## src/rtl/irq_agg_pkg.sv

```systemverilog
`timescale 1ns/1ps
package irq_agg_pkg;
  localparam int unsigned NUM_MAIN = 6;

  typedef enum int unsigned {
    SRC_TMR  = 0,
    SRC_TX   = 1,
    SRC_RX   = 2,
    SRC_IDLE = 3,
    SRC_HI   = 4,
    SRC_LO   = 5
  } main_src_e;

  typedef enum logic [1:0] {
    TX_IDLE = 2'd0,
    TX_DATA = 2'd1,
    TX_EOF  = 2'd2,
    TX_RSVD = 2'd3
  } tx_phase_e;
endpackage

```

## src/rtl/irq_fifo_alert.sv

```systemverilog
`timescale 1ns/1ps
module irq_fifo_alert #(
  parameter int unsigned DEPTH = 64,
  parameter int unsigned LVL_W = $clog2(DEPTH + 1),
  parameter int unsigned WL_W  = 6
) (
  input  logic [LVL_W-1:0] level_i,
  input  logic [WL_W-1:0]  water_i,
  output logic             hi_o,
  output logic             lo_o
);
  localparam int unsigned CW = ((LVL_W > WL_W) ? LVL_W : WL_W) + 1;

  logic [CW-1:0] lvl_x, wl_x, depth_x, room;

  assign lvl_x   = CW'(level_i);
  assign wl_x    = CW'(water_i);
  assign depth_x = CW'(DEPTH);
  // free space, saturating at zero for an out-of-range level
  assign room    = (lvl_x >= depth_x) ? '0 : depth_x - lvl_x;
  assign hi_o    = (room <= wl_x);
  assign lo_o    = (lvl_x <= wl_x);
endmodule

```

## src/rtl/irq_evt_detect.sv

```systemverilog
`timescale 1ns/1ps
module irq_evt_detect
  import irq_agg_pkg::*;
#(
  parameter int unsigned             TMR_W    = 16,
  parameter int unsigned             CMD_W    = 4,
  parameter logic [CMD_W-1:0]        IDLE_CMD = '0,
  parameter int unsigned             DEPTH    = 64,
  parameter int unsigned             LVL_W    = $clog2(DEPTH + 1),
  parameter int unsigned             WL_W     = 6
) (
  input  logic                clk_i,
  input  logic                rst_ni,
  input  logic [TMR_W-1:0]    tmr_val_i,
  input  logic [1:0]          tx_phase_i,
  input  logic                rx_eod_i,
  input  logic [CMD_W-1:0]    cmd_i,
  input  logic [LVL_W-1:0]    fifo_lvl_i,
  input  logic [WL_W-1:0]     water_i,
  input  logic                crc_ready_i,
  output logic [NUM_MAIN-1:0] set_main_o,
  output logic                set_crc_o
);
  localparam logic [TMR_W-1:0] TMR_ONE  = TMR_W'(1);
  localparam logic [TMR_W-1:0] TMR_ZERO = '0;

  logic [TMR_W-1:0] tmr_q;
  logic [1:0]       tx_q;
  logic [CMD_W-1:0] cmd_q;
  logic             rx_q, hi_q, lo_q, crc_q;
  logic             hi_now, lo_now;

  irq_fifo_alert #(
    .DEPTH (DEPTH),
    .LVL_W (LVL_W),
    .WL_W  (WL_W)
  ) u_alert (
    .level_i (fifo_lvl_i),
    .water_i (water_i),
    .hi_o    (hi_now),
    .lo_o    (lo_now)
  );

  // alert and crc history start high: a level already active at reset is not an edge
  always_ff @(posedge clk_i or negedge rst_ni) begin
    if (!rst_ni) begin
      tmr_q <= '0;
      tx_q  <= TX_IDLE;
      rx_q  <= 1'b0;
      cmd_q <= IDLE_CMD;
      hi_q  <= 1'b1;
      lo_q  <= 1'b1;
      crc_q <= 1'b1;
    end else begin
      tmr_q <= tmr_val_i;
      tx_q  <= tx_phase_i;
      rx_q  <= rx_eod_i;
      cmd_q <= cmd_i;
      hi_q  <= hi_now;
      lo_q  <= lo_now;
      crc_q <= crc_ready_i;
    end
  end

  always_comb begin
    set_main_o           = '0;
    set_main_o[SRC_TMR]  = (tmr_q == TMR_ONE) && (tmr_val_i == TMR_ZERO);
    set_main_o[SRC_TX]   = (tx_q == TX_DATA) && (tx_phase_i == TX_EOF);
    set_main_o[SRC_RX]   = !rx_q && rx_eod_i;
    set_main_o[SRC_IDLE] = (cmd_q != IDLE_CMD) && (cmd_i == IDLE_CMD);
    set_main_o[SRC_HI]   = !hi_q && hi_now;
    set_main_o[SRC_LO]   = !lo_q && lo_now;
  end

  assign set_crc_o = !crc_q && crc_ready_i;
endmodule

```

## src/rtl/irq_req_bank.sv

```systemverilog
`timescale 1ns/1ps
module irq_req_bank #(
  parameter int unsigned W = 1
) (
  input  logic         clk_i,
  input  logic         rst_ni,
  input  logic [W-1:0] set_i,
  input  logic [W-1:0] clr_i,
  input  logic [W-1:0] en_i,
  output logic [W-1:0] req_o,
  output logic         hit_o
);
  for (genvar g = 0; g < W; g++) begin : g_bit
    logic bit_q;
    // set outranks clear
    always_ff @(posedge clk_i or negedge rst_ni) begin
      if (!rst_ni)       bit_q <= 1'b0;
      else if (set_i[g]) bit_q <= 1'b1;
      else if (clr_i[g]) bit_q <= 1'b0;
    end
    assign req_o[g] = bit_q;
  end

  assign hit_o = |(req_o & en_i);
endmodule

```

## src/rtl/irq_aggregator.sv

```systemverilog
`timescale 1ns/1ps
module irq_aggregator
  import irq_agg_pkg::*;
#(
  parameter int unsigned      TMR_W    = 16,
  parameter int unsigned      CMD_W    = 4,
  parameter logic [CMD_W-1:0] IDLE_CMD = '0,
  parameter int unsigned      DEPTH    = 64,
  parameter int unsigned      LVL_W    = $clog2(DEPTH + 1),
  parameter int unsigned      WL_W     = 6
) (
  input  logic                clk_i,
  input  logic                rst_ni,
  input  logic [TMR_W-1:0]    tmr_val_i,
  input  logic [1:0]          tx_phase_i,
  input  logic                rx_eod_i,
  input  logic [CMD_W-1:0]    cmd_i,
  input  logic [LVL_W-1:0]    fifo_lvl_i,
  input  logic [WL_W-1:0]     water_i,
  input  logic                crc_ready_i,
  input  logic                cfg_we_i,
  input  logic [NUM_MAIN-1:0] cfg_en_main_i,
  input  logic                cfg_en_crc_i,
  input  logic                cfg_pol_high_i,
  input  logic [NUM_MAIN-1:0] clr_main_i,
  input  logic                clr_crc_i,
  output logic [NUM_MAIN-1:0] req_main_o,
  output logic                req_crc_o,
  output logic                irq_pend_o,
  output logic                irq_pin_o
);
  logic [NUM_MAIN-1:0] set_main;
  logic                set_crc;
  logic [NUM_MAIN-1:0] en_main_q;
  logic                en_crc_q;
  logic                pol_high_q;
  logic                hit_main, hit_crc;

  irq_evt_detect #(
    .TMR_W    (TMR_W),
    .CMD_W    (CMD_W),
    .IDLE_CMD (IDLE_CMD),
    .DEPTH    (DEPTH),
    .LVL_W    (LVL_W),
    .WL_W     (WL_W)
  ) u_detect (
    .clk_i       (clk_i),
    .rst_ni      (rst_ni),
    .tmr_val_i   (tmr_val_i),
    .tx_phase_i  (tx_phase_i),
    .rx_eod_i    (rx_eod_i),
    .cmd_i       (cmd_i),
    .fifo_lvl_i  (fifo_lvl_i),
    .water_i     (water_i),
    .crc_ready_i (crc_ready_i),
    .set_main_o  (set_main),
    .set_crc_o   (set_crc)
  );

  always_ff @(posedge clk_i or negedge rst_ni) begin
    if (!rst_ni) begin
      en_main_q  <= '0;
      en_crc_q   <= 1'b0;
      pol_high_q <= 1'b0;
    end else if (cfg_we_i) begin
      en_main_q  <= cfg_en_main_i;
      en_crc_q   <= cfg_en_crc_i;
      pol_high_q <= cfg_pol_high_i;
    end
  end

  irq_req_bank #(.W(NUM_MAIN)) u_main (
    .clk_i  (clk_i),
    .rst_ni (rst_ni),
    .set_i  (set_main),
    .clr_i  (clr_main_i),
    .en_i   (en_main_q),
    .req_o  (req_main_o),
    .hit_o  (hit_main)
  );

  irq_req_bank #(.W(1)) u_crc (
    .clk_i  (clk_i),
    .rst_ni (rst_ni),
    .set_i  (set_crc),
    .clr_i  (clr_crc_i),
    .en_i   (en_crc_q),
    .req_o  (req_crc_o),
    .hit_o  (hit_crc)
  );

  assign irq_pend_o = hit_main | hit_crc;
  assign irq_pin_o  = pol_high_q ? irq_pend_o : ~irq_pend_o;
endmodule

```

## config.mk

```make
export PLATFORM = sky130hd
export DESIGN_NAME = irq_aggregator
export DESIGN_NICKNAME = d
export VERILOG_FILES = /design/src/rtl/irq_agg_pkg.sv /design/src/rtl/irq_fifo_alert.sv /design/src/rtl/irq_evt_detect.sv /design/src/rtl/irq_req_bank.sv /design/src/rtl/irq_aggregator.sv
export SDC_FILE = /design/constraint.sdc
export NUM_CORES = 1
export LEC_CHECK = 0
export BUFFER_PORTS_ARGS = -buffer_cell sky130_fd_sc_hd__buf_4
export CAP_MARGIN = 20
export CORE_MARGIN = 2
export CORE_UTILIZATION = 48
export CTS_CLUSTER_SIZE = 30
export DETAILED_ROUTE_END_ITERATION = 12
export GPL_TIMING_DRIVEN = 0
export PLACE_DENSITY_LB_ADDON = 0.15
export SLEW_MARGIN = 20
export SYNTH_ARGS = -nofsm -noshare
export SYNTH_HDL_FRONTEND = slang
export SYNTH_SLANG_ARGS = --single-unit
export TNS_END_PERCENT = 30
```

## constraint.sdc

```tcl
create_clock -name clk_i -period 1.5 [get_ports clk_i]
set_input_delay 0.3 -clock clk_i [delete_from_list [all_inputs] [get_ports clk_i]]
set_output_delay 0.3 -clock clk_i [all_outputs]
set_load 0.05 [all_outputs]
```

==> impl_metrics.tcl <==
set metrics [dict create \
    final_core_utilization_pct 68.3 \
    vias_per_cell 5.05 \
    postSynth.topFlopCell "dfrtp_1" \
    grt_max_degree 42 \
    vias 1342 \
    final_hold_viol_count 0 \
    nNetsFinal 286 \
    die_width_um 65.2 \
    global_route_wire_length_before_repair_um 5940 \
    worst_ep_arrival_time_ns 1.61 \
    timing_worst_slew_pin_value_ns 0.498 \
    ys_seq_elements 41 \
    timing.critical_path.required_ns 1.20 \
    pwr-share-seq_pct 48.8 \
    detail_route.wirelength_um 3500 \
    cts_tree "yes" \
    io_pins 64 \
    critical-path-slowest-cell "a222oi_1" \
    clkTransAtPathRegs_ns 0.07 \
    worst-setup-path-type "reg -> out" \
    global_route.overflow_total 0 \
    startpoint_type "register" \
    tritoncts.num_buffers 5 \
    power_density_nw_per_um2 1010 \
    setup_viol_count_final 4 \
    timing_limited_maximum_frequency_mhz 524 \
    whs_ns 0.124 \
    worst-path-buf-inv 1 \
    worst_ir_drop_vdd_mv 0.581 \
    setup.worst_path.end_class "primary output" \
    drtIter0Drc 65 \
    crit_chain "a222oi_1 > nand3_2 > xnor2_4 > buf_6" \
    crit_path_max_incr_delay_ns 0.41 \
    critPathTopFamily "compound AO/OA/AOI/OAI gates" \
    run_status "finished with violations" \
    route.detailed.wl_per_inst_um 13.2 \
    power.internal_w 0.00183 \
    power.share.switching_pct 27.1 \
    layout-area-overhead-vs-synth_pct 37.9 \
    final.min_clock_period_ns 1.91 \
    clkSinkCount 41 \
    place_hpwl_um 2770 \
    overall_die_area_um2 4260 \
    netlist_area_um2 1800 \
    slew_headroom_pct 66.8 \
    design.core.area_um2 3630 \
    violations "setup timing" \
    drive_gt1_share_pct 43.1 \
    clock_power_share_pct 28.2 \
    cts_max_level 2 \
    clock_insertion_delay_worst_skew_ns 0.29 \
    max_cap_viol_count 0 \
    number_of_antenna_violations_at_the_first_check_in_global_routing 0 \
    post-route-worst-setup-slack_ns -0.410 \
    drt.antenna.violating_nets 0 \
    drt-pass1-iter-count 4 \
    std_cell_rows 22 \
    setup_repair_after_global_routing_missed_its_margin "true" \
    post_synth.cell_area_avg_um2 12.2 \
    port-buffer-count 61 \
    placer_congestion_estimate 0.713 \
    synth.distinct_cells 36 \
    fin_crit_sh_pct 127 \
    remaining_drc_errors 0 \
    clock_tree.root_cell "clkbuf_8" \
    comb_power_share_pct 23.0 \
    drv_slew 0 \
    yosysSeqAreaShare_pct 57.2 \
    insertedDiodeCount 0 \
    critical_path_peak_fanout 2 \
    final_common_cell "buf_4" \
    synth_enable_flop_cells 0 \
    grt_pass1_vias 1382 \
    height_of_the_chip_um 65.2 \
    p_leak_nw 1.20 \
    fin_total_pwr_w 0.00251 \
    cts_max_path_buffers 2 \
    mappedNetlistNets 216 \
    leading_cell_types_in_the_layout_fill_and_taps_excluded "67 x buf_4, 37 x dfrtp_1, 16 x inv_1" \
    switching_power_w 0.000680 \
    initial_core_util_pct 49.6 \
    grt_usage_pct 18.5 \
    fin_worst_skew_ns 0.00799 \
    asyncSetResetFlopFracSynth_pct 100 \
    synth_cells 148 \
    timing.setup.tns_ns -1.06 \
    hold_path.class "in -> reg" \
    ys_warn_count 0 \
]
## synth_stat cells, drive strengths merged (3+ instances only)
cell type	instances	share of area, %
dfstp	3	4.4
nor2b	3	1.0
nand4	3	1.0
mux2	8	5.0
ha	13	9.0
nor2	8	1.7
dfrtp	38	53
o21ai	3	0.83
a21oi	3	0.83
inv	16	3.3
nor4	9	3.1
buf	7	3.1
o22ai	3	1.0
xnor2	3	1.5
nand2	3	0.63
## stage by stage
step	instances	area, um2	worst slack [ns]
final	266	2480	-0.410
after detailed placement	257	2340	-0.652
after global placement	257	2340	-0.609
after floorplan	148	1830	-0.449
after global routing	266	2480	-0.508
after CTS	266	2470	-0.484
## logic make-up after synthesis
kind of cell	count (synthesis)	synth area share, %
AO/OA/AOI/OAI	19	7.30
AND/OR/NAND/NOR	37	11.8
flip-flops	41	57.2
buffers and inverters	24	6.67
multiplexers	9	5.56
adder cells (fa/ha/maj)	13	9.03
XOR/XNOR	5	2.43
## layer usage
metal	global-route usage, %	part of all wire (%)
met1	21.1	39
met2	33.2	53
met3	5.48	6.1
met4	5.73	1.3
met5	0	0
## final cells by class
type / instances / area, um2
Fill cell: 296 / 1150
Sequential cell: 41 / 1030
Multi-Input combinational cell: 83 / 702
Timing Repair Buffer: 63 / 479
Clock buffer: 6 / 82.6
Buffer: 8 / 60.1
Inverter: 16 / 60.1
Tap cell: 48 / 60.1
Clock inverter: 1 / 7.51
## registers in the layout, indices dropped and copies added (netlist names), 2 cells and up
register / flops
en_main_q: 6
u_main.g_bit.bit_q: 6
u_detect.tmr_q: 16
u_detect.tx_q: 2
u_detect.cmd_q: 4
## final timing paths
kind	from	slack, ns	depth (start not counted)	endpoint
max	u_main.g_bit[4].bit_q	-0.41	4	irq_pin_o
min	rx_eod_i	0.12	1	u_detect.rx_q
max reg2reg	u_detect.lo_q	0.39	2	u_main.g_bit[5].bit_q
min reg2reg	u_detect.rx_q	0.44	1	u_main.g_bit[2].bit_q
max in group asynchronous	rst_ni	0.61	2	u_detect.lo_q
min in group asynchronous	rst_ni	0.53	2	en_main_q[5]
## repair_timing
action	in CTS	in global routing
resized for setup	3	2
hold buffers	1	0
setup endpoints to repair	4	4
hold endpoints to repair	35	0
gates cloned	0	0
pin swaps	5	3
setup buffers	1	0
## power groups by stage
stage	combinational (W)	clock, W	sequential [W]
final	0.000579	0.000708	0.00123
after global routing	0.000630	0.000776	0.00124
after CTS	0.000579	0.000728	0.00123
after detailed placement	0.000556	0	0.00125
after global placement	0.000537	0	0.00124
after floorplan	0.000321	0	0.00125
Note: power is estimated with default switching activity, not from simulation.
